--- config.mk ---
export PLATFORM = sky130hd
export DESIGN_NAME = etv_encoder
export DESIGN_NICKNAME = d
export VERILOG_FILES = /design/src/rtl/etv_pkg.sv /design/src/rtl/etv_classify.sv /design/src/rtl/etv_pack.sv /design/src/rtl/etv_outreg.sv /design/src/rtl/etv_encoder.sv
export SDC_FILE = /design/constraint.sdc
export NUM_CORES = 1
export LEC_CHECK = 0
export BUFFER_PORTS_ARGS = -buffer_cell sky130_fd_sc_hd__buf_4
export CORE_ASPECT_RATIO = 1.5
export CORE_UTILIZATION = 45
export CTS_CLUSTER_SIZE = 16
export DETAILED_ROUTE_END_ITERATION = 8
export PLACE_DENSITY = 0.8
export SLEW_MARGIN = 20
export SYNTH_ARGS = -nofsm -noshare
export SYNTH_HDL_FRONTEND = slang
export SYNTH_HIERARCHICAL = 1
export SYNTH_SLANG_ARGS = --single-unit
export TNS_END_PERCENT = 10
--- constraint.sdc ---
create_clock -name clk -period 2.7 [get_ports clk]
set_clock_uncertainty 0.15 [all_clocks]
set_input_delay 0.135 -clock clk [delete_from_list [all_inputs] [get_ports clk]]
set_output_delay 0.135 -clock clk [all_outputs]
set_load 0.005 [all_outputs]
--- src/rtl/etv_pkg.sv ---
package etv_pkg;

  typedef enum logic [1:0] {
    EV_NONE   = 2'b00,
    EV_VSTART = 2'b01,
    EV_VSTOP  = 2'b10,
    EV_XTRIG  = 2'b11
  } ev_kind_e;

  localparam int unsigned CODE_VETO_START = 1;
  localparam int unsigned CODE_VETO_STOP  = 2;
  localparam int unsigned CODE_XTRIG_BASE = 3;

endpackage

--- src/rtl/etv_classify.sv ---
module etv_classify
  import etv_pkg::*;
#(
  parameter int unsigned SRC_W  = 16,
  parameter int unsigned CODE_W = 16
) (
  input  logic              rst,
  input  logic              stb,
  input  logic [1:0]        kind,
  input  logic [SRC_W-1:0]  src,
  output logic              accept,
  output logic [CODE_W-1:0] code
);

  localparam int unsigned SUM_W = ((SRC_W > CODE_W) ? SRC_W : CODE_W) + 1;

  // Source index plus the trigger base, clamped to the largest code.
  function automatic logic [CODE_W-1:0] xtrig_code(input logic [SRC_W-1:0] idx);
    logic [SUM_W-1:0] sum;
    logic [SUM_W-1:0] limit;
    sum   = SUM_W'(idx) + SUM_W'(CODE_XTRIG_BASE);
    limit = SUM_W'({CODE_W{1'b1}});
    if (sum > limit) return {CODE_W{1'b1}};
    return sum[CODE_W-1:0];
  endfunction

  ev_kind_e kind_e;
  assign kind_e = ev_kind_e'(kind);

  always_comb begin
    unique case (kind_e)
      EV_VSTART: code = CODE_W'(CODE_VETO_START);
      EV_VSTOP:  code = CODE_W'(CODE_VETO_STOP);
      EV_XTRIG:  code = xtrig_code(src);
      default:   code = '0;
    endcase
  end

  assign accept = stb && !rst && (kind_e != EV_NONE);

endmodule

--- src/rtl/etv_pack.sv ---
module etv_pack #(
  parameter int unsigned TS_W   = 32,
  parameter int unsigned CODE_W = 16,
  parameter int unsigned ZERO_W = 16,
  parameter int unsigned ONES_W = 8,
  localparam int unsigned REC_W = TS_W + CODE_W + ZERO_W + ONES_W
) (
  input  logic [TS_W-1:0]   stamp,
  input  logic [CODE_W-1:0] code,
  output logic [REC_W-1:0]  rec
);

  function automatic logic [REC_W-1:0] build(input logic [TS_W-1:0] t,
                                             input logic [CODE_W-1:0] c);
    return {t, c, {ZERO_W{1'b0}}, {ONES_W{1'b1}}};
  endfunction

  assign rec = build(stamp, code);

endmodule

--- src/rtl/etv_outreg.sv ---
module etv_outreg #(
  parameter int unsigned REC_W = 72
) (
  input  logic             clk,
  input  logic             rst,
  input  logic             load,
  input  logic [REC_W-1:0] rec_in,
  output logic             valid,
  output logic [REC_W-1:0] data
);

  always_ff @(posedge clk or posedge rst) begin
    if (rst) begin
      valid <= 1'b0;
      data  <= '0;
    end else begin
      valid <= load;
      if (load) data <= rec_in;
    end
  end

endmodule

--- src/rtl/etv_encoder.sv ---
module etv_encoder #(
  parameter int unsigned TS_W   = 32,
  parameter int unsigned CODE_W = 16,
  parameter int unsigned ZERO_W = 16,
  parameter int unsigned ONES_W = 8,
  parameter int unsigned SRC_W  = 16,
  localparam int unsigned REC_W = TS_W + CODE_W + ZERO_W + ONES_W
) (
  input  logic              clk,
  input  logic              rst,
  input  logic              evt_stb,
  input  logic [1:0]        evt_kind,
  input  logic [SRC_W-1:0]  evt_src,
  input  logic [TS_W-1:0]   ts,
  output logic              rec_valid,
  output logic [REC_W-1:0]  rec_data
);

  // Named internal events, also observed by the checker.
  logic              ev_accept;
  logic [CODE_W-1:0] ev_code;
  logic [REC_W-1:0]  ev_record;

  etv_classify #(.SRC_W(SRC_W), .CODE_W(CODE_W)) u_cls (
    .rst    (rst),
    .stb    (evt_stb),
    .kind   (evt_kind),
    .src    (evt_src),
    .accept (ev_accept),
    .code   (ev_code)
  );

  etv_pack #(.TS_W(TS_W), .CODE_W(CODE_W), .ZERO_W(ZERO_W), .ONES_W(ONES_W)) u_pack (
    .stamp (ts),
    .code  (ev_code),
    .rec   (ev_record)
  );

  etv_outreg #(.REC_W(REC_W)) u_out (
    .clk    (clk),
    .rst    (rst),
    .load   (ev_accept),
    .rec_in (ev_record),
    .valid  (rec_valid),
    .data   (rec_data)
  );

endmodule

==> results of run 1 <==
worst max-delay path: stages:
cell           delay [ns]
dlygate4sd3_1        0.54
buf_4                0.15
a211oi_4             0.19
buf_12               0.45
mux2_4               0.35
logic make-up (layout without fill, tap and decap cells):
family | count (synthesis) | count (layout) | synth area share, %
compound gates | 23 | 23 | 4.272
xor+xnor | 9 | 9 | 1.923
fa+ha+maj | 2 | 2 | 0.6102
buf+inv | 89 | 184 | 17.88
flops | 73 | 73 | 44.55
mux | 72 | 72 | 26.18
other cells | 2 | 24 | 0.1832
simple gates | 30 | 30 | 4.395
how the worst max path moves through the flow:
stage	from	to	slack [ns]	cells past startpoint
2_1_floorplan	rst	u_out/data[0]$_DFFE_PP0P_	0.56	1
3_3_place_gp	evt_src[0]	u_out/data[25]$_DFFE_PP0P_	0.71	7
3_5_place_dp	evt_src[0]	u_out/data[25]$_DFFE_PP0P_	0.64	7
4_1_cts	rst	u_out/data[32]$_DFFE_PP0P_	0.85	5
5_1_grt	rst	u_out/data[31]$_DFFE_PP0P_	0.81	5
6_report	rst	u_out/data[62]$_DFFE_PP0P_	0.84	5
final cells by class:
type | count | area share (%)
flip-flops and latches | 73 | 34.87
multi-input cells | 160 | 31.22
repair buffers | 161 | 24.89
clock buffers | 14 | 5.230
well taps | 110 | 2.627
clock inverters | 2 | 0.6687
inverters | 7 | 0.5016
Yosys cell counts, drive strengths merged:
cell	instances	area (sq um)
clkbuf	1	3.750
nand3	5	30.03
o21ai	1	5.000
nor3	4	20.02
nand2	7	26.28
conb	2	7.510
mux2	72	1074
a21oi	11	55.05
nor2	7	26.28
xor2	2	17.52
a311oi	2	17.52
nand4b	1	23.77
nand4	1	6.260
o211ai	1	7.510
inv	7	26.28
a211oi	2	15.01
ha	2	25.02
and3	1	11.26
or4	1	11.26
xnor2	7	61.31
o2111ai	1	8.760
dfrtp	73	1827
a31oi	3	48.80
o21bai	1	7.510
o211a	1	10.01
nor4	2	18.77
buf	81	703.2
nor2b	1	6.260
per-stage QoR:
stage	power (uW)	util (%)
final	3389	59.34
after global placement	2147	52.10
after floorplan	1842	-
after global routing	3546	59.34
after detailed placement	2172	52.10
after CTS	3422	59.34
sequential cells by signal, summed over array words and instances, names as in the netlist:
name,flops
u_out/valid,1
u_out/data,72
layer usage:
| metal | wire length (um) | global-route usage, % |
|---|---|---|
| met5 | 0 | 0 |
| met4 | 147 | 7.813 |
| met3 | 334 | 3.908 |
| met2 | 4458 | 32.53 |
| met1 | 2990 | 17.51 |
power by group through the flow:
stage / Clock (uW) / Combinational [uW] / Sequential, uW
after detailed placement: 0 / 775 / 1400
after global placement: 0 / 762 / 1380
final: 1190 / 815 / 1380
after floorplan: 0 / 447 / 1400
after global routing: 1280 / 869 / 1400
after CTS: 1220 / 819 / 1380
==> summary.md, run 1 <==
| Metric | Value |
|---|---|
| Status | `finished, final reports clean` |
| Fill cells | `721` |
| Sw Ratio | `22.88%` |
| Postcts setup bufs | `0` |
| Starting Density | `46.44%` |
| Clock Tree Root | `clkbuf_16` |
| IO Port Bufs | `125` |
| Slew @ Worst Pin | `0.6043 ns` |
| Core area | `8828 sq um` |
| Reg-to-reg critical path startpoint | `u_out/data[7]$_DFFE_PP0P_` |
| TritonCTS Sinks | `73` |
| Hold-fix buffers at CTS | `33` |
| Total Die Area | `9505 sq um` |
| Yosys reg bits | `73` |
| Grt ovf | `0` |
| Peak VDD IR | `0.3471 mV` |
| Register area share after synthesis | `44.55%` |
| CP arrival | `1.91 ns` |
| Commonest cells after routing, fill and taps aside | `127 x buf_4, 73 x dfrtp_1, 70 x mux2_4, 33 x dlygate4sd3_1, 24 x conb_1` |
| GRT Overall Usage | `17.30%` |
| Cell Area, Synth | `4100 sq um` |
| Finished Layout Cells | `527` |
| Initial antenna violation count | `0` |
| Synth cell types | `34` |
| Min-delay src | `evt_src[0]` |
| Worst-skew pair later-pin latency | `0.32 ns` |
| Setup TNS | `0 ns` |
| Fin crit period | `1.857 ns` |
| Hold Fails Final Rpt | `0` |
| CTS tree | `yes` |
| Place WS | `0.6416 ns` |
| Register-to-Register Path Depth | `1` |
| Critical R2R Capture | `u_out/data[7]$_DFFE_PP0P_` |
| Post-CTS resize count | `0` |
| Final slew viol count | `0` |
| Int Power | `2614 uW` |
| Reg area | `1827 sq um` |
| Dpl hpwl | `5.298 mm` |
| Number of global-route vias before repair | `2575` |
| Pwr per Cell Area | `646.9 nW/um^2` |
| Combinational share of power | `24.0%` |
| Area delta synth->final | `27.77%` |
| Detailed-route via count | `2444` |
| Startpoint type of the worst setup path | `input port` |
| DRT iter0 DRCs | `61` |
| Antenna viol nets, final | `0` |
| Synth Instances | `300` |
| FF-to-FF setup slack | `1.76 ns` |
| Routability cong. | `0.7870` |
| Crit. End Element | `flip-flop` |
| Fmax | `0.5386 GHz` |
| Clk pin slew, worst setup/hold paths | `0.05 ns` |
| Fin crit share | `68.77%` |
| CTS buffer count | `9` |
| Die X | `79.94 um` |
| Clock Tree Buf Depth | `2` |
| Cell Area, Placed | `4599 sq um` |
| CP Max Fanout | `73` |
| NetSw | `775.2 uW` |
| Layout cells sized above 1 | `53.48%` |
| DP Cell Count | `478` |
| Row count | `42` |
| Crit Path Class | `in2reg` |
| DR vias/cell | `4.638` |
| Final net count | `467` |
| Die height | `118.9 um` |
| Seq pwr share | `40.7%` |
| First-pass DRT Iterations | `4` |
| WHS | `0.07401 ns` |
| Avg Inst Size Synth | `13.67 sq um` |
| Synth Warn # | `6` |
| Max_cap viols | `0` |
| Deepest level of the CTS H-tree | `3` |
| Global-route wire length before repair | `12.39 mm` |
| Final Worst Setup Slack | `0.8432 ns` |
| DRC errors left | `0` |
| Top Ports | `126` |
| Clk pwr share | `35.2%` |
| Relative slew slack | `59.65%` |
| WL final | `7.931 mm` |
| Hold Path End | `u_out/data[24]$_DFFE_PP0P_` |
| Leak | `0.002573 uW` |
| Worst EP required | `2.75 ns` |
| Final setup violation count | `0` |
| Largest net degree at the start of global routing | `74` |
| Multi-input gate area | `1635 sq um` |
| Final instance area | `5239 sq um` |
| RSZ-0062 raised after global routing | `false` |
| Worst Hold Class | `in2reg` |
| ANT cells | `0` |
| Hold depth | `3` |
| Leading cell type in the layout, fill and taps excluded | `buf_4` |
| Drt wl/cell | `15.05 um` |
Note: power is estimated with default switching activity, not from simulation.
==> run 2: changes to the inputs <==
--- a/config.mk
+++ b/config.mk
@@ -10,7 +10,7 @@
 export CORE_UTILIZATION = 45
 export CTS_CLUSTER_SIZE = 16
 export DETAILED_ROUTE_END_ITERATION = 8
-export PLACE_DENSITY = 0.8
+export PLACE_DENSITY = 0.83
 export SLEW_MARGIN = 20
 export SYNTH_ARGS = -nofsm -noshare
 export SYNTH_HDL_FRONTEND = slang
==> constraint.sdc (replaced) <==
create_clock -name clk -period 1.5 [get_ports clk]
set_clock_uncertainty 0.15 [all_clocks]
set_input_delay 0.075 -clock clk [delete_from_list [all_inputs] [get_ports clk]]
set_output_delay 0.075 -clock clk [all_outputs]
set_load 0.005 [all_outputs]
==> summary.md, run 2 (synthesized netlist as in run 1, its figures left out) <==
| Metric | Value |
|---|---|
| Worst path buffer plus inverter count | `2` |
| Postcts setup bufs | `0` |
| DRT iter0 DRCs | `68` |
| Top Ports | `126` |
| Min-delay src | `rst` |
| Fill cells | `660` |
| Largest regs | `u_out/data (72), u_out/valid (1)` |
| Reg with most FFs | `u_out/data` |
| Number of global-route vias before repair | `2785` |
| Die X | `79.94 um` |
| Fin crit period | `1.423 ns` |
| Startpoint type of the worst setup path | `input port` |
| CTS buffer count | `9` |
| Area delta synth->final | `36.92%` |
| Peak VDD IR | `0.7124 mV` |
| Reg-to-reg critical path startpoint | `u_out/data[68]$_DFFE_PP0P_` |
| Cell Area, Placed | `4926 sq um` |
| CP Max Fanout | `10` |
| Global-route wire length before repair | `13.50 mm` |
| Status | `finished, final reports clean` |
| CP delay by family, top | `simple AND/OR/NAND/NOR gates` |
| Crit-path max cell delay | `0.54 ns` |
| Pwr per Cell Area | `1159 nW/um^2` |
| CP startpoint | `evt_src[0]` |
| Final instance area | `5614 sq um` |
| TritonCTS Sinks | `73` |
| Largest net degree at the start of global routing | `74` |
| GRT Overall Usage | `18.84%` |
| CP max-delay cell | `or4_4` |
| Worst-skew pair later-pin latency | `0.32 ns` |
| Clk pin slew, worst setup/hold paths | `0.06 ns` |
| Commonest cells after routing, fill and taps aside | `162 x buf_4, 73 x dfrtp_1, 70 x mux2_4, 33 x dlygate4sd3_1, 24 x conb_1` |
| IO Port Bufs | `125` |
| Deepest level of the CTS H-tree | `3` |
| DRC errors left | `0` |
| Row count | `42` |
| Drt wl/cell | `15.21 um` |
| First-pass DRT Iterations | `4` |
| Leading cell type in the layout, fill and taps excluded | `buf_4` |
| Power Total | `6509 uW` |
| Detailed-route via count | `2595` |
| Clock Tree Buf Depth | `2` |
| Fmax | `0.7029 GHz` |
| Routability cong. | `0.8639` |
| Core area | `8828 sq um` |
| Clock Tree Root | `clkbuf_16` |
| Leak | `0.002785 uW` |
| Setup TNS | `0 ns` |
| Cell Chain, Critical Path | `buf_4 -> inv_1 -> ha_1 -> nand4b_4 -> or4_4 -> a31oi_4 -> mux2_4` |
| Starting Density | `46.44%` |
| Hold Fails Final Rpt | `0` |
| Crit. End Element | `flip-flop` |
| Antenna viol nets, final | `0` |
| Layout cells sized above 1 | `58.02%` |
| Final net count | `505` |
| Fin crit share | `94.84%` |
| CTS tree | `yes` |
| FF-to-FF setup slack | `0.54 ns` |
| Initial antenna violation count | `0` |
| Total Die Area | `9505 sq um` |
| WL final | `8.593 mm` |
| Grt ovf | `0` |
| Max reg flops | `72` |
| Worst Hold Class | `in2reg` |
| RSZ-0062 raised after global routing | `true` |
| Max_cap viols | `0` |
| CP arrival | `1.54 ns` |
| Final setup violation count | `0` |
| DR vias/cell | `4.593` |
| Worst EP required | `1.62 ns` |
| Crit Path Class | `in2reg` |
| Dpl hpwl | `6.024 mm` |
| Final slew viol count | `0` |
| Die height | `118.9 um` |
| ANT cells | `0` |
-- run 2: cell type report --
cell class                 count  area [sq um]  share of cell area, %
sequential                    73          1827                  32.54
multi-input combinational    160          1642                  29.24
timing repair buffer         199          1627                  28.97
clock buffer                  10         239.0                  4.257
tap                          110         137.6                  2.452
clock inverter                 6         112.6                  2.006
inverter                       7         30.03                 0.5349
-- run 2: per-layer routing --
metal	vias up	track usage (%)	share of wire (%)
met5	-	0	0
met4	0	6.138	1.2
met3	9	4.521	4.7
met2	91	36.75	58
met1	1269	18.70	36
li1	1226	-	-
-- run 2: repair_timing --
| item | 4_1_cts | 5_1_grt |
|---|---|---|
| resized for setup | 0 | 1 |
| endpoints found under the hold margin | 105 | 0 |
| hold buffers | 33 | 0 |
| setup endpoints to repair | 4 | 1 |
| pin swaps | 1 | 0 |
-- run 2: power breakdown --
part / switching [uW] / internal (uW) / leakage, uW
Sequential: 199 / 2290 / 0.000885
Combinational: 494 / 1060 / 0.00173
Clock: 791 / 1680 / 0.000173
-- run 2: through the flow --
step                hold slack, ns  setup WS [ns]  util (%)  instances
CTS                        0.06270        0.04844     63.52        565
finish                     0.07314        0.07734     63.59        565
global placement           0.07753        -0.3156     55.80        516
floorplan                  0.01418        -0.3493         -        322
global route               0.06681      -0.004803     63.59        565
detailed placement         0.08212        -0.3662     55.80        516
-- run 2: worst paths after layout --
check,end,depth (start not counted)
max,u_out/data[25]$_DFFE_PP0P_,7
min,u_out/valid$_DFF_PP0_,4
max reg2reg,u_out/data[68]$_DFFE_PP0P_,1
min reg2reg,u_out/data[67]$_DFFE_PP0P_,1
max in group asynchronous,u_out/data[4]$_DFFE_PP0P_,4
min in group asynchronous,u_out/data[21]$_DFFE_PP0P_,4
==> run 3: changes to the inputs <==
--- a/config.mk
+++ b/config.mk
@@ -7,10 +7,11 @@
 export LEC_CHECK = 0
 export BUFFER_PORTS_ARGS = -buffer_cell sky130_fd_sc_hd__buf_4
 export CORE_ASPECT_RATIO = 1.5
+export CORE_MARGIN = 1.5
 export CORE_UTILIZATION = 45
 export CTS_CLUSTER_SIZE = 16
 export DETAILED_ROUTE_END_ITERATION = 8
-export PLACE_DENSITY = 0.83
+export PLACE_DENSITY_LB_ADDON = 0.25
 export SLEW_MARGIN = 20
 export SYNTH_ARGS = -nofsm -noshare
 export SYNTH_HDL_FRONTEND = slang
==> summary.md, run 3 (synthesized netlist as in run 1, its figures left out) <==
| Metric | Value |
|---|---|
| Status | `finished, final reports clean` |
| Relative slew slack | `65.09%` |
| Detailed-route via count | `2563` |
| Leak | `0.002757 uW` |
| M1 WL | `3.239 mm` |
| Fin crit period | `1.442 ns` |
| CP Max Fanout | `10` |
| CP arrival | `1.56 ns` |
| Largest regs | `u_out/data (72), u_out/valid (1)` |
| TritonCTS Sinks | `73` |
| Crit-path max cell delay | `0.60 ns` |
| Reg with most FFs | `u_out/data` |
| Core area | `8828 sq um` |
| GRT Overall Usage | `18.10%` |
| Slew @ Worst Pin | `0.5226 ns` |
| Fmax | `0.6935 GHz` |
| Cell Chain, Critical Path | `buf_4 -> inv_1 -> ha_1 -> nand4b_4 -> or4_4 -> a21oi_1 -> mux2_4` |
| Clk pin slew, worst setup/hold paths | `0.05 ns` |
| First-pass DRT Iterations | `4` |
| Clock Tree Root | `clkbuf_16` |
| Leading cell type in the layout, fill and taps excluded | `buf_4` |
| ANT cells | `0` |
| Pwr per Cell Area | `1072 nW/um^2` |
| Global-route wire length before repair | `13.14 mm` |
| Dpl hpwl | `5.821 mm` |
| Max reg flops | `72` |
| DR vias/cell | `4.528` |
| Postcts setup bufs | `0` |
| Top Ports | `126` |
| Routability cong. | `0.7908` |
| Area delta synth->final | `35.64%` |
| Worst EP required | `1.62 ns` |
| CP max-delay cell | `or4_4` |
| Startpoint type of the worst setup path | `input port` |
| Met2 Wirelength | `4.448 mm` |
| Final core utilization | `63.00%` |
| RSZ-0062 raised after global routing | `true` |
| Final slew viol count | `0` |
| Max_cap viols | `0` |
| Layout cells sized above 1 | `58.11%` |
| Crit Path Class | `in2reg` |
| Fin crit share | `96.13%` |
| Drt wl/cell | `14.66 um` |
| Die height | `119.9 um` |
| Top Layer Used | `met4` |
| Finished Layout Cells | `566` |
| Worst Hold Class | `in2reg` |
| CTS tree | `yes` |
| CTS buffer count | `9` |
| Starting Density | `46.44%` |
| Final setup violation count | `0` |
| Row count | `42` |
| Largest net degree at the start of global routing | `30` |
| IO Port Bufs | `125` |
| Commonest cells after routing, fill and taps aside | `162 x buf_4, 73 x dfrtp_1, 70 x mux2_4, 33 x dlygate4sd3_1, 24 x conb_1` |
| Grt ovf | `0` |
| Final Worst Setup Slack | `0.05803 ns` |
| Place WS | `-0.3364 ns` |
| DP Cell Count | `517` |
| Met3 wire len | `437 um` |
| DRT iter0 DRCs | `69` |
| Deepest level of the CTS H-tree | `3` |
| Hold Fails Final Rpt | `0` |
| Number of global-route vias before repair | `2673` |
| Initial antenna violation count | `0` |
| WL final | `8.299 mm` |
| Total Die Area | `9705 sq um` |
| Setup TNS | `0 ns` |
| Die X | `80.94 um` |
| Crit. End Element | `flip-flop` |
| Final net count | `506` |
| Clock Tree Buf Depth | `2` |
| Worst-skew pair later-pin latency | `0.33 ns` |
| Antenna viol nets, final | `0` |
| Peak VDD IR | `0.6823 mV` |
| DRC errors left | `0` |
-- run 3: path summary, 6_finish.rpt --
check | startpoint | to | slack (ns) | depth (start not counted)
max | evt_src[0] | u_out/data[27]$_DFFE_PP0P_ | 0.06 | 7
min | evt_kind[1] | u_out/data[24]$_DFFE_PP0P_ | 0.03 | 3
max reg2reg | u_out/data[52]$_DFFE_PP0P_ | u_out/data[52]$_DFFE_PP0P_ | 0.55 | 1
min reg2reg | u_out/data[3]$_DFFE_PP0P_ | u_out/data[3]$_DFFE_PP0P_ | 0.36 | 1
max in group asynchronous | rst | u_out/data[10]$_DFFE_PP0P_ | 0.43 | 4
min in group asynchronous | rst | u_out/data[27]$_DFFE_PP0P_ | 0.26 | 3
-- run 3: power by group --
group / switching [uW] / total, uW / leakage [uW] / internal (uW)
clock: 767 / 1920 / 0.000135 / 1160
sequential: 190 / 2480 / 0.000885 / 2290
combinational: 495 / 1560 / 0.00174 / 1060
total: 1450 / 5960 / 0.00276 / 4510
-- run 3: final cells by class --
type                            count  area [sq um]
Sequential cell                    73          1827
Clock inverter                      5         31.28
Inverter                            7         30.03
Timing Repair Buffer              200          1647
Fill cell                         683          3267
Tap cell                          110         137.6
Clock buffer                       11         242.7
Multi-Input combinational cell    160          1647
-- run 3: layer usage --
| metal | up-vias | GRT usage [%] |
|---|---|---|
| met4 | 0 | 7.759 |
| met1 | 1232 | 20.52 |
| met5 | - | 0 |
| li1 | 1226 | - |
| met2 | 93 | 31.41 |
| met3 | 12 | 4.563 |
-- run 3: what timing repair did --
action,in CTS,in global routing
endpoints found under the hold margin,52,0
hold buffers,33,0
setup endpoints to repair,0,13
gates resized for setup,0,2
-- run 3: through the flow --
step                hold WS [ns]  area [sq um]  total power [uW]
finish                   0.03317          5562              5962
global route             0.04763          5562              6264
CTS                      0.01786          5550              6032
detailed placement       0.01813          4946              3992
global placement        0.007423          4946              3963
floorplan                0.01418          4187              3316
-- run 3: worst max-delay path: cells and delay by family --
| family | cells | cell delay [ns] |
|---|---|---|
| multiplexers | 1 | 0.17 |
| AO/OA/AOI/OAI | 1 | 0.19 |
| AND/OR/NAND/NOR | 2 | 0.80 |
| adder cells (fa/ha/maj) | 1 | 0.20 |
| buffers and inverters | 2 | 0.12 |
